===== config.mk =====
export PLATFORM = sky130hd
export DESIGN_NAME = mono_expand
export DESIGN_NICKNAME = d
export VERILOG_FILES = /design/src/rtl/mono_expand_pkg.sv /design/src/rtl/mono_expand_ctrl.sv /design/src/rtl/mono_expand_dp.sv /design/src/rtl/mono_expand.sv
export SDC_FILE = /design/constraint.sdc
export NUM_CORES = 1
export LEC_CHECK = 0
export BUFFER_PORTS_ARGS = -buffer_cell sky130_fd_sc_hd__buf_2
export CORE_MARGIN = 5
export CORE_UTILIZATION = 40
export DETAILED_ROUTE_END_ITERATION = 16
export GPL_TIMING_DRIVEN = 1
export PLACE_DENSITY = 0.75
export SYNTH_ARGS = -nofsm -noshare
export SYNTH_HDL_FRONTEND = slang
export SYNTH_SLANG_ARGS = --single-unit

===== constraint.sdc =====
create_clock -name clk -period 2.8 [get_ports clk]
set_input_delay 0.84 -clock clk [delete_from_list [all_inputs] [get_ports clk]]
set_output_delay 0.84 -clock clk [all_outputs]
set_load 0.02 [all_outputs]

===== src/rtl/mono_expand_pkg.sv =====
package mono_expand_pkg;
  // Strobes from the sequencer to the datapath
  typedef struct packed {
    logic capture;   // latch colours and source select
    logic loadWord;  // take the selected incoming word
    logic loadZero;  // take an all-zero padding word
    logic shift;     // advance to the next source bit
  } dpCtlT;
endpackage


===== src/rtl/mono_expand_ctrl.sv =====
module mono_expand_ctrl
  import mono_expand_pkg::*;
#(
  parameter int WORD_W = 32,
  parameter int DIM_W  = 12,
  parameter int CNT_W  = 8,
  parameter int ADDR_W = 16
) (
  input  logic              clk,
  input  logic              rstN,
  input  logic              start,
  input  logic              srcStream,
  input  logic [DIM_W-1:0]  rectW,
  input  logic [DIM_W-1:0]  rectH,
  input  logic [CNT_W-1:0]  rectCount,
  input  logic [ADDR_W-1:0] memBase,
  input  logic              memAck,
  input  logic              strmValid,
  input  logic              strmEnd,
  input  logic              pixReady,
  output logic              memReq,
  output logic [ADDR_W-1:0] memAddr,
  output logic              strmReady,
  output logic              pixValid,
  output logic              done,
  output logic              underflow,
  output dpCtlT             ctl
);
  localparam int BIT_W = (WORD_W > 1) ? $clog2(WORD_W) : 1;
  localparam logic [BIT_W-1:0] BIT_LAST = BIT_W'(WORD_W - 1);

  typedef enum logic [1:0] {IDLE, FETCH, EMIT} stateT;

  stateT             state;
  logic              modeQ, ufQ, doneQ;
  logic [DIM_W-1:0]  wQ, hQ, col, row;
  logic [CNT_W-1:0]  nQ, rect;
  logic [BIT_W-1:0]  bitCnt;
  logic [ADDR_W-1:0] addrQ;
  logic              pixFire, lastCol, lastRow, lastRect, emptyJob;

  assign lastCol  = (col == wQ - 1'b1);
  assign lastRow  = (row == hQ - 1'b1);
  assign lastRect = modeQ || (rect == nQ - 1'b1);
  assign emptyJob = (rectW == '0) || (rectH == '0) || (!srcStream && rectCount == '0);

  always_comb begin
    ctl       = '0;
    memReq    = 1'b0;
    strmReady = 1'b0;
    pixValid  = 1'b0;
    pixFire   = 1'b0;
    ctl.capture = (state == IDLE) && start;
    case (state)
      FETCH: begin
        if (modeQ) begin
          if (ufQ) begin
            ctl.loadZero = 1'b1;
          end else begin
            strmReady = 1'b1;
            if (strmValid)    ctl.loadWord = 1'b1;
            else if (strmEnd) ctl.loadZero = 1'b1;
          end
        end else begin
          memReq = 1'b1;
          if (memAck) ctl.loadWord = 1'b1;
        end
      end
      EMIT: begin
        pixValid  = 1'b1;
        pixFire   = pixReady;
        ctl.shift = pixReady;
      end
      default: ;
    endcase
  end

  always_ff @(posedge clk or negedge rstN) begin
    if (!rstN) begin
      state  <= IDLE;
      modeQ  <= 1'b0;
      ufQ    <= 1'b0;
      doneQ  <= 1'b0;
      wQ     <= '0;
      hQ     <= '0;
      nQ     <= '0;
      col    <= '0;
      row    <= '0;
      rect   <= '0;
      bitCnt <= '0;
      addrQ  <= '0;
    end else begin
      doneQ <= 1'b0;
      case (state)
        IDLE: if (start) begin
          modeQ  <= srcStream;
          wQ     <= rectW;
          hQ     <= rectH;
          nQ     <= rectCount;
          ufQ    <= 1'b0;
          col    <= '0;
          row    <= '0;
          rect   <= '0;
          bitCnt <= '0;
          addrQ  <= memBase;
          if (emptyJob) doneQ <= 1'b1;
          else          state <= FETCH;
        end
        FETCH: begin
          if (ctl.loadWord || ctl.loadZero) state <= EMIT;
          if (ctl.loadWord && !modeQ) addrQ <= addrQ + 1'b1;
          if (modeQ && !ufQ && !strmValid && strmEnd) ufQ <= 1'b1;
        end
        EMIT: if (pixFire) begin
          if (lastCol) begin
            col    <= '0;
            bitCnt <= '0;
            if (lastRow) begin
              row <= '0;
              if (lastRect) begin
                state <= IDLE;
                doneQ <= 1'b1;
              end else begin
                rect  <= rect + 1'b1;
                state <= FETCH;
              end
            end else begin
              row   <= row + 1'b1;
              state <= FETCH;
            end
          end else begin
            col <= col + 1'b1;
            if (bitCnt == BIT_LAST) begin
              bitCnt <= '0;
              state  <= FETCH;
            end else begin
              bitCnt <= bitCnt + 1'b1;
            end
          end
        end
        default: state <= IDLE;
      endcase
    end
  end

  assign memAddr   = addrQ;
  assign done      = doneQ;
  assign underflow = ufQ;
endmodule


===== src/rtl/mono_expand_dp.sv =====
module mono_expand_dp
  import mono_expand_pkg::*;
#(
  parameter int WORD_W  = 32,
  parameter int COLOR_W = 32
) (
  input  logic               clk,
  input  logic               rstN,
  input  dpCtlT              ctl,
  input  logic               srcStream,
  input  logic [COLOR_W-1:0] colorBg,
  input  logic [COLOR_W-1:0] colorFg,
  input  logic [WORD_W-1:0]  memData,
  input  logic [WORD_W-1:0]  strmData,
  output logic [COLOR_W-1:0] pixData,
  output logic               pixMask
);
  logic               modeQ;
  logic [COLOR_W-1:0] bgQ, fgQ;
  logic [WORD_W-1:0]  wordQ;

  always_ff @(posedge clk or negedge rstN) begin
    if (!rstN) begin
      modeQ <= 1'b0;
      bgQ   <= '0;
      fgQ   <= '0;
      wordQ <= '0;
    end else begin
      if (ctl.capture) begin
        modeQ <= srcStream;
        bgQ   <= colorBg;
        fgQ   <= colorFg;
      end
      if (ctl.loadZero)      wordQ <= '0;
      else if (ctl.loadWord) wordQ <= modeQ ? strmData : memData;
      else if (ctl.shift)    wordQ <= wordQ >> 1;
    end
  end

  assign pixMask = wordQ[0];
  assign pixData = wordQ[0] ? fgQ : bgQ;
endmodule


===== src/rtl/mono_expand.sv =====
module mono_expand
  import mono_expand_pkg::*;
#(
  parameter int WORD_W  = 32,
  parameter int COLOR_W = 32,
  parameter int DIM_W   = 12,
  parameter int CNT_W   = 8,
  parameter int ADDR_W  = 16
) (
  input  logic               clk,
  input  logic               rstN,
  input  logic               start,
  input  logic               srcStream,
  input  logic [DIM_W-1:0]   rectW,
  input  logic [DIM_W-1:0]   rectH,
  input  logic [CNT_W-1:0]   rectCount,
  input  logic [COLOR_W-1:0] colorBg,
  input  logic [COLOR_W-1:0] colorFg,
  input  logic [ADDR_W-1:0]  memBase,
  output logic               memReq,
  output logic [ADDR_W-1:0]  memAddr,
  input  logic               memAck,
  input  logic [WORD_W-1:0]  memData,
  input  logic               strmValid,
  output logic               strmReady,
  input  logic [WORD_W-1:0]  strmData,
  input  logic               strmEnd,
  output logic               pixValid,
  input  logic               pixReady,
  output logic [COLOR_W-1:0] pixData,
  output logic               pixMask,
  output logic               done,
  output logic               underflow
);
  dpCtlT ctl;

  mono_expand_ctrl #(
    .WORD_W(WORD_W), .DIM_W(DIM_W), .CNT_W(CNT_W), .ADDR_W(ADDR_W)
  ) uCtrl (
    .clk(clk), .rstN(rstN), .start(start), .srcStream(srcStream),
    .rectW(rectW), .rectH(rectH), .rectCount(rectCount), .memBase(memBase),
    .memAck(memAck), .strmValid(strmValid), .strmEnd(strmEnd), .pixReady(pixReady),
    .memReq(memReq), .memAddr(memAddr), .strmReady(strmReady), .pixValid(pixValid),
    .done(done), .underflow(underflow), .ctl(ctl)
  );

  mono_expand_dp #(
    .WORD_W(WORD_W), .COLOR_W(COLOR_W)
  ) uDp (
    .clk(clk), .rstN(rstN), .ctl(ctl), .srcStream(srcStream),
    .colorBg(colorBg), .colorFg(colorFg), .memData(memData), .strmData(strmData),
    .pixData(pixData), .pixMask(pixMask)
  );
endmodule


==> results.ini <==
[status]
status = finished with violations
violations = setup timing

[cts]
cts_buffers = 17
cts.hold.buffers_added = 0
cts_buffer_depth = 2
clk_pin_slew_ps = 70
clock_latency_ps = 430
clock-sinks = 186
htree_levels = 4
cts_tree = built
root_buffer = clkbuf_16

[logic_synthesis]
yosys_warnings = 0
synthesis.nets = 1390
ys_async_sr_fraction_pct = 100.0
syn_inst = 1197
syn_area_um2 = 10150
synthMuxAreaShare_pct = 4.054
yosysSeqAreaShare_pct = 45.84
synth_fa_ha_area_share_pct = 1.109
synth-xor-area-share_pct = 4.362
synth.ff_latch_count = 186
synth_top_family_by_area = simple AND/OR/NAND/NOR gates
synth-edff-count = 0
synth_cell_types = 62
synthSimpleGateAreaFrac_pct = 27.99
synth_compound_area_share_pct = 13.11
syn_avg_cell_area_um2 = 8.482
synthFlopType = dfrtp_1

[pwr]
p_comb_share_pct = 47.1
internal_power_mw = 7.832
total_power_mw = 13.58
p_clk_share_pct = 19.1
peakVddDrop_v = 0.0006046
p_per_area_nw_per_um2 = 1065
leakage_nw = 6.092
seqPwrFrac_pct = 33.8
netSwitchingPower_mw = 5.748
switching_share_pct = 42.33

[global_routing]
met3_usage_pct = 5.171
use_met1_pct = 25.65
overflow = 0
grt_pass1_wl_um = 44400
grt_pass1_vias = 8957
grt_max_degree = 96
busiest_layer = met2
grt_use_total_pct = 18.53
antenna_found_initial = 6
met2_usage_pct = 29.29

[finish]
final_util_pct = 50.79
final_cell_mix = nand2_1, buf_2, dfrtp_1, o21ai_0, nor2_1
nets = 1619
stdcell_count = 1770
drive_gt1_share_pct = 27.59
area_growth_pct = 25.61
final_common_cell = nand2_1
nFillCells = 2353

[place]
dpl.hpwl_um = 19460
portBuffers = 237
dp_cells = 1729
gp_congestion = 0.8741

[detailed_routing]
routed_wl_um = 27930
post_drt_wl_per_cell_um = 15.78
vias = 9332
drc = 0
ant_nets = 0
dr.first_iter.drc_count = 653
dr.pass1.iters = 7
via_per_inst = 5.272

[floorplan]
die_area_um2 = 28670
io_pins = 238
die_h_um = 169.3
initial_core_util_pct = 40.44
die_w_um = 169.3
floorplan.rows = 58
core_um2 = 25110

[setup_path]
crit_path_end_kind = flop
crit_path_max_fanout = 6
worstSetupPathType = flop to flop
slowest_delay_ps = 470
cp_slowest_cell = or4b_4
crit_buf_inv = 1
crit_path_start_kind = flop
worst_ep_arrival_time_ps = 3190
path_cells = inv_2, ha_4, or4b_4, or3_1, a21oi_2, o221ai_4, nor3_2, nand4_4, or4_1, a21oi_1
cp.required_ps = 3150
crit_family = simple AND/OR/NAND/NOR gates

[sta]
fin_crit_ps = 2836
relSlewSlack_pct = 38.25
fmax_mhz = 352.6
clock-skew-final_ps = 13.77
rsz0062_at_grt = true
finalHoldViolCount = 0
tightest_slew_ps = 922.9
slew_violations = 0
setup_slack_ps = -35.86
fin_crit_sh_pct = 101.3
setup_viol = 5

[flow_run]
cap_viol_max_count = 0

[hold_path]
hp-class = input pin to asynchronous set/reset pin

[cells in the mapped netlist, types with 9 or more instances]
| cell | instances | area, um^2 |
|---|---|---|
| nand3_1 | 26 | 130.1 |
| inv_1 | 12 | 45.04 |
| nor4_1 | 12 | 75.07 |
| or3_1 | 11 | 68.82 |
| nor2_1 | 48 | 180.2 |
| a311oi_1 | 33 | 289.0 |
| nor3_1 | 15 | 75.07 |
| xnor2_1 | 26 | 227.7 |
| o21ai_0 | 55 | 275.3 |
| nor2b_1 | 38 | 237.7 |
| nand2b_1 | 14 | 87.58 |
| a211oi_1 | 32 | 240.2 |
| and3_1 | 13 | 81.33 |
| nand2_1 | 401 | 1505 |
| xor2_1 | 22 | 192.7 |
| a21oi_1 | 45 | 225.2 |
| clkbuf_1 | 60 | 225.2 |
| dfrtp_1 | 186 | 4654 |
| ha_1 | 9 | 112.6 |
| mux2_2 | 33 | 371.6 |
[cell type report]
type | instances | area [um^2] | share of cell area (%)
Timing Repair Buffer | 284 | 1648 | 12.92
Clock inverter | 13 | 182.7 | 1.432
Clock buffer | 19 | 442.9 | 3.473
Inverter | 12 | 45.04 | 0.3532
Antenna cell | 1 | 2.502 | 0.01962
Tap cell | 330 | 412.9 | 3.238
Multi-Input combinational cell | 925 | 5364 | 42.06
Sequential cell | 186 | 4656 | 36.51
[power groups by stage]
stage               logic [mW]  clock network [mW]  registers [mW]
finish                    6.40                2.59            4.59
global route              7.10                2.75            4.74
CTS                       6.14                2.65            4.57
detailed placement        6.09                   0            4.59
global placement          5.96                   0            4.55
floorplan                 4.28                   0            4.52
[metrics by stage]
step | setup WS [ps] | TNS [ps] | cell area [um^2] | hold WS, ps
2_1_floorplan | -10.49 | -20.90 | 10180 | 440.1
3_3_place_gp | 20.97 | 0 | 11840 | 452.4
3_5_place_dp | -62.73 | -179.5 | 11840 | 456.7
4_1_cts | -37.89 | -43.05 | 12510 | 348.5
5_1_grt | -140.5 | -1635 | 12750 | 360.0
6_report | -35.86 | -108.0 | 12750 | 342.6
[flip-flops by register name, summed over array words and instances (netlist names), 12 cells and up]
register,count
uCtrl.memAddr,16
uDp.bgQ,32
uDp.fgQ,32
uCtrl.col,12
uDp.wordQ,32
uCtrl.wQ,12
uCtrl.hQ,12
uCtrl.row,12
[worst reg2reg max path: cells and delay by family, from the launching register on]
family | cells | cell delay [ps]
AOI/OAI and AO/OA | 3 | 480
adders and majority gates | 1 | 120
buffers and inverters | 1 | 80
DFF | 1 | 400
and+or+nand+nor | 5 | 1690
[layer usage]
layer,wire [um],part of all wire (%),up-vias
met5,47,0.17,-
met4,337,1.2,10
met3,2289,8.2,32
met2,12840,46,340
met1,12420,44,4382
li1,-,-,4568
[logic make-up (layout without fill, tap and decap cells)]
family,count (synthesis),count (layout)
AO/OA/AOI/OAI,205,205
XOR/XNOR,49,49
adder cells (fa/ha/maj),9,9
buffers and inverters,86,328
flip-flops,186,186
multiplexers,37,37
other,0,1
AND/OR/NAND/NOR,625,625
[what timing repair did]
item                                    in CTS  in global routing
gates cloned                                 0                  3
buffers inserted                             1                  4
gates resized for setup                      6                 42
pin swaps                                    3                 10
hold endpoints to repair                     0                  0
endpoints found under the setup margin       7                 35
[worst paths after layout]
path                             start          endpoint  slack [ps]  depth (start not counted)
min in group clk           uDp.bgQ[13]       uDp.bgQ[13]         470                          2
hold / removal                    rstN       uDp.fgQ[27]         340                          1
hold reg to reg            uDp.bgQ[13]       uDp.bgQ[13]         470                          2
setup / recovery           uCtrl.hQ[0]     uCtrl.rect[5]         -40                         10
max in group asynchronous         rstN  uCtrl.memAddr[9]        1830                          2
setup reg to reg           uCtrl.hQ[0]     uCtrl.rect[5]         -40                         10
Note: power is estimated with default switching activity, not from simulation.
